==> src/rtl/vc_pkg.sv <==
// Package: shared widths and the stored entry type of the victim line buffer.
// Assumes lines of VC_WORDS words of VC_WORD_W bits, tagged by a block address.
package vc_pkg;
    localparam int unsigned VC_ADDR_W = 26;
    localparam int unsigned VC_WORD_W = 32;
    localparam int unsigned VC_WORDS  = 4;
    localparam int unsigned VC_LINE_W = VC_WORD_W * VC_WORDS;

    typedef logic [VC_ADDR_W-1:0] vc_addr_t;
    typedef logic [VC_LINE_W-1:0] vc_line_t;

    typedef struct packed {
        logic     valid;
        vc_addr_t addr;
        vc_line_t line;
    } vc_entry_t;
endpackage

==> src/rtl/vc_match.sv <==
// Module: vc_match
// Compares one block address against all entries in parallel and selects the
// matching line. Assumes at most one valid entry carries any given address.
module vc_match
    import vc_pkg::*;
#(
    parameter int unsigned ENTRIES = 4,
    localparam int unsigned IDX_W  = $clog2(ENTRIES)
) (
    input  logic                    clk,
    input  logic                    rst_n,
    input  vc_entry_t [ENTRIES-1:0] entries,
    input  vc_addr_t                key,
    output logic [ENTRIES-1:0]      match_vec,
    output logic                    any_match,
    output logic [IDX_W-1:0]        match_idx,
    output vc_line_t                match_line
);
    // One comparator per entry: valid bit and the full address tag.
    for (genvar g = 0; g < ENTRIES; g++) begin : g_cmp
        assign match_vec[g] = entries[g].valid && (entries[g].addr == key);
    end

    assign any_match = |match_vec;

    // Encode the matching slot and mux out its line.
    always_comb begin
        match_idx  = '0;
        match_line = '0;
        for (int i = ENTRIES - 1; i >= 0; i--) begin
            if (match_vec[i]) begin
                match_idx  = IDX_W'(i);
                match_line = entries[i].line;
            end
        end
    end

    // the stored lines never hold two valid copies of one address.
    a_r2_single_match: assert property (@(posedge clk) disable iff (!rst_n)
        $onehot0(match_vec));
endmodule

==> src/rtl/vc_fifo_ptr.sv <==
// Module: vc_fifo_ptr
// Points at the slot filled least recently and steps past it on each insertion.
// Assumes the caller asserts adv only when it writes the pointed slot.
module vc_fifo_ptr #(
    parameter int unsigned ENTRIES = 4,
    localparam int unsigned IDX_W  = $clog2(ENTRIES)
) (
    input  logic             clk,
    input  logic             rst_n,
    input  logic             adv,
    output logic [IDX_W-1:0] ptr
);
    logic [IDX_W-1:0] ptr_q;

    // Step the replacement position, wrapping at the last slot.
    always_ff @(posedge clk) begin
        if (!rst_n) begin
            ptr_q <= '0;
        end else if (adv) begin
            ptr_q <= (ptr_q == IDX_W'(ENTRIES - 1)) ? '0 : ptr_q + 1'b1;
        end
    end

    assign ptr = ptr_q;

    // without an insertion the replacement position stays put.
    a_r5_ptr_hold: assert property (@(posedge clk) disable iff (!rst_n)
        !adv |=> $stable(ptr_q));
endmodule

==> src/rtl/vc_sat_counter.sv <==
// Module: vc_sat_counter
// Event counter that climbs by one per pulse and holds at its all-ones value.
module vc_sat_counter #(
    parameter int unsigned W = 16
) (
    input  logic         clk,
    input  logic         rst_n,
    input  logic         inc,
    output logic [W-1:0] cnt
);
    logic [W-1:0] cnt_q;

    // Count events until the top value is reached.
    always_ff @(posedge clk) begin
        if (!rst_n) begin
            cnt_q <= '0;
        end else if (inc && (cnt_q != '1)) begin
            cnt_q <= cnt_q + 1'b1;
        end
    end

    assign cnt = cnt_q;

    // a full counter stays full.
    a_r8_saturate_hold: assert property (@(posedge clk) disable iff (!rst_n)
        (cnt_q == '1) |=> (cnt_q == '1));
    // a pulse below the top moves the count by exactly one.
    a_r8_count_step: assert property (@(posedge clk) disable iff (!rst_n)
        (inc && cnt_q != '1) |=> (cnt_q == $past(cnt_q) + 1'b1));
endmodule

==> src/rtl/victim_cache.sv <==
// Module: victim_cache
// Fully associative store for lines evicted from a direct-mapped cache.
// Lookup is combinational. A hit swaps in the evicted line, or frees the slot
// when no line is evicted. A miss inserts the evicted line first-in first-out.
// Assumes the controller never offers an eviction whose address is already stored.
module victim_cache
    import vc_pkg::*;
#(
    parameter int unsigned ENTRIES = 4,
    parameter int unsigned CNT_W   = 16,
    localparam int unsigned IDX_W  = $clog2(ENTRIES)
) (
    input  logic                 clk,
    input  logic                 rst_n,
    input  logic                 lk_valid,
    input  logic [VC_ADDR_W-1:0] lk_addr,
    input  logic                 ev_valid,
    input  logic [VC_ADDR_W-1:0] ev_addr,
    input  logic [VC_LINE_W-1:0] ev_data,
    output logic                 hit_o,
    output logic [VC_LINE_W-1:0] hit_data_o,
    output logic [CNT_W-1:0]     hit_count,
    output logic [CNT_W-1:0]     miss_count
);
    vc_entry_t [ENTRIES-1:0] ent_q;
    logic [ENTRIES-1:0]      match_vec;
    logic                    any_match;
    logic [IDX_W-1:0]        match_idx;
    vc_line_t                match_line;
    logic [IDX_W-1:0]        wr_ptr;
    logic                    bypass;
    logic                    store_hit;
    logic                    do_insert;
    logic                    miss_evt;

    vc_match #(.ENTRIES(ENTRIES)) u_match (
        .clk        (clk),
        .rst_n      (rst_n),
        .entries    (ent_q),
        .key        (lk_addr),
        .match_vec  (match_vec),
        .any_match  (any_match),
        .match_idx  (match_idx),
        .match_line (match_line)
    );

    // Classify the cycle: forward, stored hit, or FIFO insertion.
    always_comb begin
        bypass    = lk_valid && ev_valid && (ev_addr == lk_addr);
        store_hit = lk_valid && any_match && !bypass;
        do_insert = ev_valid && !bypass && !store_hit;
        miss_evt  = lk_valid && !bypass && !any_match;
    end

    assign hit_o      = bypass || store_hit;
    assign hit_data_o = bypass ? ev_data : (store_hit ? match_line : '0);

    vc_fifo_ptr #(.ENTRIES(ENTRIES)) u_ptr (
        .clk   (clk),
        .rst_n (rst_n),
        .adv   (do_insert),
        .ptr   (wr_ptr)
    );

    // Update the stored lines: swap or free on a hit, fill the oldest slot on insertion.
    always_ff @(posedge clk) begin
        if (!rst_n) begin
            for (int i = 0; i < ENTRIES; i++) begin
                ent_q[i].valid <= 1'b0;
                ent_q[i].addr  <= '0;
                ent_q[i].line  <= '0;
            end
        end else if (store_hit) begin
            ent_q[match_idx].valid <= ev_valid;
            if (ev_valid) begin
                ent_q[match_idx].addr <= ev_addr;
                ent_q[match_idx].line <= ev_data;
            end
        end else if (do_insert) begin
            ent_q[wr_ptr].valid <= 1'b1;
            ent_q[wr_ptr].addr  <= ev_addr;
            ent_q[wr_ptr].line  <= ev_data;
        end
    end

    vc_sat_counter #(.W(CNT_W)) u_hits (
        .clk   (clk),
        .rst_n (rst_n),
        .inc   (hit_o),
        .cnt   (hit_count)
    );

    vc_sat_counter #(.W(CNT_W)) u_misses (
        .clk   (clk),
        .rst_n (rst_n),
        .inc   (miss_evt),
        .cnt   (miss_count)
    );

    // reset leaves every slot empty.
    a_r1_reset_empty: assert property (@(posedge clk)
        !rst_n |=> (match_vec == '0));
    // a same-cycle eviction of the looked-up address is forwarded.
    a_r6_forward: assert property (@(posedge clk) disable iff (!rst_n)
        (lk_valid && ev_valid && lk_addr == ev_addr) |-> (hit_o && hit_data_o == ev_data));
    // no lookup, no hit.
    a_r9_idle_quiet: assert property (@(posedge clk) disable iff (!rst_n)
        !lk_valid |-> !hit_o);
    // a stored-entry hit leaves the replacement position unchanged.
    a_r5_hit_keeps_ptr: assert property (@(posedge clk) disable iff (!rst_n)
        store_hit |=> (wr_ptr == $past(wr_ptr)));
    // a hit with no eviction leaves no valid copy of that address.
    a_r10_free_on_hit: assert property (@(posedge clk) disable iff (!rst_n)
        (lk_valid && !ev_valid && any_match) |=> !$past(lk_valid) || !any_match || ($past(lk_addr) != lk_addr));
endmodule

==> config.mk <==
export PLATFORM = sky130hd
export DESIGN_NAME = victim_cache
export DESIGN_NICKNAME = d
export VERILOG_FILES = /design/src/rtl/vc_pkg.sv /design/src/rtl/vc_match.sv /design/src/rtl/vc_fifo_ptr.sv /design/src/rtl/vc_sat_counter.sv /design/src/rtl/victim_cache.sv
export SDC_FILE = /design/constraint.sdc
export NUM_CORES = 2
export LEC_CHECK = 0
export CAP_MARGIN = 20
export CORE_MARGIN = 1
export CORE_UTILIZATION = 55
export DETAILED_ROUTE_END_ITERATION = 8
export DONT_BUFFER_PORTS = 1
export GPL_TIMING_DRIVEN = 0
export PLACE_DENSITY = 0.7
export SETUP_SLACK_MARGIN = 0.3
export SYNTH_ARGS = -nofsm -noshare
export SYNTH_HDL_FRONTEND = slang
export SYNTH_SLANG_ARGS = --single-unit
==> constraint.sdc <==
create_clock -name clk -period 4.51 [get_ports clk]
set_input_delay 0.902 -clock clk [delete_from_list [all_inputs] [get_ports clk]]
set_output_delay 0.902 -clock clk [all_outputs]
set_load 0.03 [all_outputs]
==> results by group <==
Critical path
  • Setup Crit Path Kind: input pin to output port
  • Slowest stage delay, CP: roughly 0.45 ns
  • Startpoint types: input pin
  • Worst path required time: 3.61 ns
  • Max FO, Critical Path: 7
  • Critical path origin: lk_addr[25]
  • Critical Path End: hit_data_o[75]
  • Worst Path Arrival: roughly 3.4 ns
  • Reg2reg start: ent_q[306]$_SDFFE_PN0P_
  • Critical path cell sequence: clkbuf_4 > xor2_2 > or4_1 > or4_4 > nor2_4 > buf_12 > o21ai_4 > buf_12 > clkbuf_16 > clkbuf_16 > o21ai_4 > buf_6
  • Worst reg2reg path depth: 13
  • R2R setup slack: a little over 0.6 ns
  • CP endpoint kind: output port
  • Worst r2r dst: ent_q[564]$_SDFFE_PN0P_
  • CP max stage cell: or4_4

GRT
  • Initial antenna violation count: 0
  • Largest net degree at the start of global routing: 13
  • Gr ovfl total: 0
  • First-pass GRT wire length: roughly 150,000 um
  • Vias in the first global route: 26.7k
  • GRT Resource Usage Total: 35.0%

Cells and area
  • Post-Layout Cell Count: approximately 4.2k
  • Commonest non-fill, non-tap cell in the layout: dfxtp_1
  • Share of cells above drive strength 1: 17.5%
  • Fin nets: 3,687
  • Fill count: about 4.2k
  • Most frequent cells in the layout: dfxtp_1, nand2_1, mux2i_1
  • # diodes: 0
  • Layout area overhead: 23.1%

Die
  • Die height: about 240 um
  • Starting Density: around 56%
  • Cell row count: between 80 and 90
  • Core Box Area: between 50,000 and 60,000 sq um
  • Top Ports: around 350
  • Die area: roughly 56,000 sq um
  • Chip width: 236 um

Timing
  • Clock skew: about 0.027 ns
  • Final Setup Violations: 0
  • Fin crit share: 95.7%
  • Slew Viols, Final: 0
  • Fin crit period: roughly 4.3 ns
  • Worst-margin pin slew: 1.14 ns
  • Max Clk Rate: between 200 and 250 MHz
  • Final hold vios: 0
  • Max-slew headroom: between 20% and 30%
  • Setup TNS: 0 ns
  • Unrepaired setup endpoints after global routing: true

Hold path
  • Worst Hold Class: input pin to flop

Synthesis
  • Seq/Total Area, Yosys: between 40% and 50%
  • Syn Nets: approximately 3.6k
  • Top_reg_cell synth: dfxtp_1
  • Synth Register Bits: roughly 650
  • Synth warn: 0
  • Mapped cell area: approximately 30,000 sq um
  • Avg Synthesized Cell Area: just under 9 sq um
  • Syn Inst Count: between 3k and 4k
  • Async S/R FF share, synth: 0%
  • EDFF count, synth: 0
  • Synth unique cells: 50

Pwr
  • Sequential group share of total power: 46.8%
  • Leak: 13.4 nW
  • Clock share of power: between 40% and 50%
  • Switching Fraction: about a quarter
  • Power per Cell Area: 357 nW/um^2
  • NetSw: 3.30 mW
  • IR drop worst, VDD: 0.000327 V
  • Combinational share of power: 9.0%
  • Pint: about 10 mW

Clock network
  • Clock root buffer: clkbuf_16
  • Clock insertion delay at the later pin of the skew report: around 0.61 ns
  • H-tree levels: 3
  • TritonCTS clock tree: done
  • Clock-pin slew on the worst setup and hold paths: around 0.060 ns
  • Clock sinks: approximately 650
  • Number of CTS-inserted buffers: 71
  • Cts hold-fix bufs: 0
  • CTS max path bufs: 3

Detailed routing
  • Iter 0 DRT Violations: around 2.1k
  • Drc violations: 0
  • WL per Instance: ~24 um
  • Vias/cell: between 6 and 7
  • Vias: ~26k
  • Pre-Repair DR Iteration Count: 5
  • Final ANT Viol Nets: 0
  • Drt total wl: 101,000 um

Placed design
  • PortBufs: 0
  • Detailed Place HPWL: approximately 70,000 um
  • Placed insts: ~4.1k
  • Placer Congestion: about 0.94

Flow run
  • Max cap viols: 0

Run status
  • Status: finished, final reports clean
-- layer usage --
metal / track usage (%) / vias up / share of wire (%)
met5: 0 / - / 0
met4: 14.1 / 0 / 3.8
met3: 8.65 / 215 / 9.0
met2: 58.6 / 1147 / 48
met1: 43.1 / 12960 / 40
li1: - / 11979 / -
-- layout make-up --
class                           instances  area [sq um]  area share [%]
Clock buffer                          109          2130            5.76
Tap cell                              696           871            2.35
Inverter                               13          48.8           0.132
Timing Repair Buffer                   36           538            1.45
Multi-Input combinational cell       2434         17900            48.4
Clock inverter                         13           154           0.416
Sequential cell                       654         13100            35.4
Buffer                                287          2270            6.13
-- metrics by stage --
stage | power (mW) | area (sq um) | hold WS (ns) | util (%) | worst slack, ns
CTS | 13.2 | 36400 | 0.416 | 67.5 | 0.260
global route | 13.6 | 37000 | 0.425 | 68.7 | 0.146
finish | 13.2 | 37000 | 0.436 | 68.7 | 0.193
floorplan | 7.09 | 30700 | 0.434 | - | -0.0975
detailed placement | 7.41 | 31600 | 0.447 | 58.6 | -1.47
global placement | 7.35 | 31500 | 0.441 | 58.5 | -1.73
-- sequential cells by signal, indices dropped and copies added, names as in the netlist --
name,flops
u_hits.cnt,16
u_ptr.ptr,2
ent_q,620
u_misses.cnt,16
-- cells in the mapped netlist, types with 2 or more instances --
cell        n  area, sq um
a21oi_1   159          796
a22oi_1   256         1920
a311oi_1    2         17.5
and2_1      4         25.0
and3_1      9         56.3
and4_1      3         26.3
buf_1       4         15.0
buf_2      75          375
buf_4       2         15.0
buf_6       6         67.6
buf_8      10          150
clkbuf_1  190          713
dfxtp_1   654        13100
ha_1        6         75.1
inv_1      12         45.0
mux2i_1   620         6210
nand2_1   635         2380
nand3_1    15         75.1
nand4_1    41          257
nand4b_1    2         17.5
nor2_1    305         1140
nor3_1      7         35.0
nor4_1     18          113
o211ai_1    3         22.5
o21a_1      3         22.5
o21ai_0   148          741
o31ai_1     5         37.5
or3_1      19          119
or3b_2      2         17.5
or4_1      16          120
xnor2_1    81          709
xor2_1     58          508
-- power groups by stage --
stage	Sequential (mW)	Combinational [mW]	Clock (mW)
after floorplan	6.25	0.835	0
after global placement	6.27	1.08	0
after detailed placement	6.29	1.12	0
after CTS	6.17	1.15	5.86
after global routing	6.20	1.26	6.09
final	6.19	1.19	5.84
-- cells by family (layout without fill, tap and decap cells) --
| group | count (synthesis) | after routing | share of synthesized area, % |
|---|---|---|---|
| XOR/XNOR | 139 | 139 | 4.05 |
| adder cells (fa/ha/maj) | 6 | 6 | 0.250 |
| flip-flops | 654 | 654 | 43.5 |
| AO/OA/AOI/OAI | 585 | 585 | 12.1 |
| multiplexers | 620 | 620 | 20.6 |
| AND/OR/NAND/NOR | 1084 | 1084 | 14.8 |
| buffers and inverters | 300 | 458 | 4.60 |
-- critical path: cells and delay by family --
| family | cells | cell delay (ns) |
|---|---|---|
| buf+inv | 6 | 1.07 |
| compound gates | 2 | 0.23 |
| simple gates | 3 | 0.98 |
| xor+xnor | 1 | 0.19 |
-- timing repair --
action                     in CTS  in global routing
resized for setup             483                129
buffers inserted               11                  3
pin swaps                      92                 85
gates cloned                    8                 10
setup endpoints to repair     225                248
-- how the worst min path moves through the flow --
stage | from | slack, ns | cells after the start | endpoint
4_1_cts | ev_data[11] | 0.42 | 2 | ent_q[11]$_SDFFE_PN0P_
5_1_grt | ev_data[19] | 0.43 | 2 | ent_q[19]$_SDFFE_PN0P_
3_5_place_dp | ent_q[281]$_SDFFE_PN0P_ | 0.45 | 2 | ent_q[281]$_SDFFE_PN0P_
6_report | ev_data[13] | 0.44 | 2 | ent_q[13]$_SDFFE_PN0P_
2_1_floorplan | ent_q[465]$_SDFFE_PN0P_ | 0.43 | 2 | ent_q[465]$_SDFFE_PN0P_
3_3_place_gp | ent_q[490]$_SDFFE_PN0P_ | 0.44 | 2 | ent_q[490]$_SDFFE_PN0P_
(Power assumes the default switching activity.)
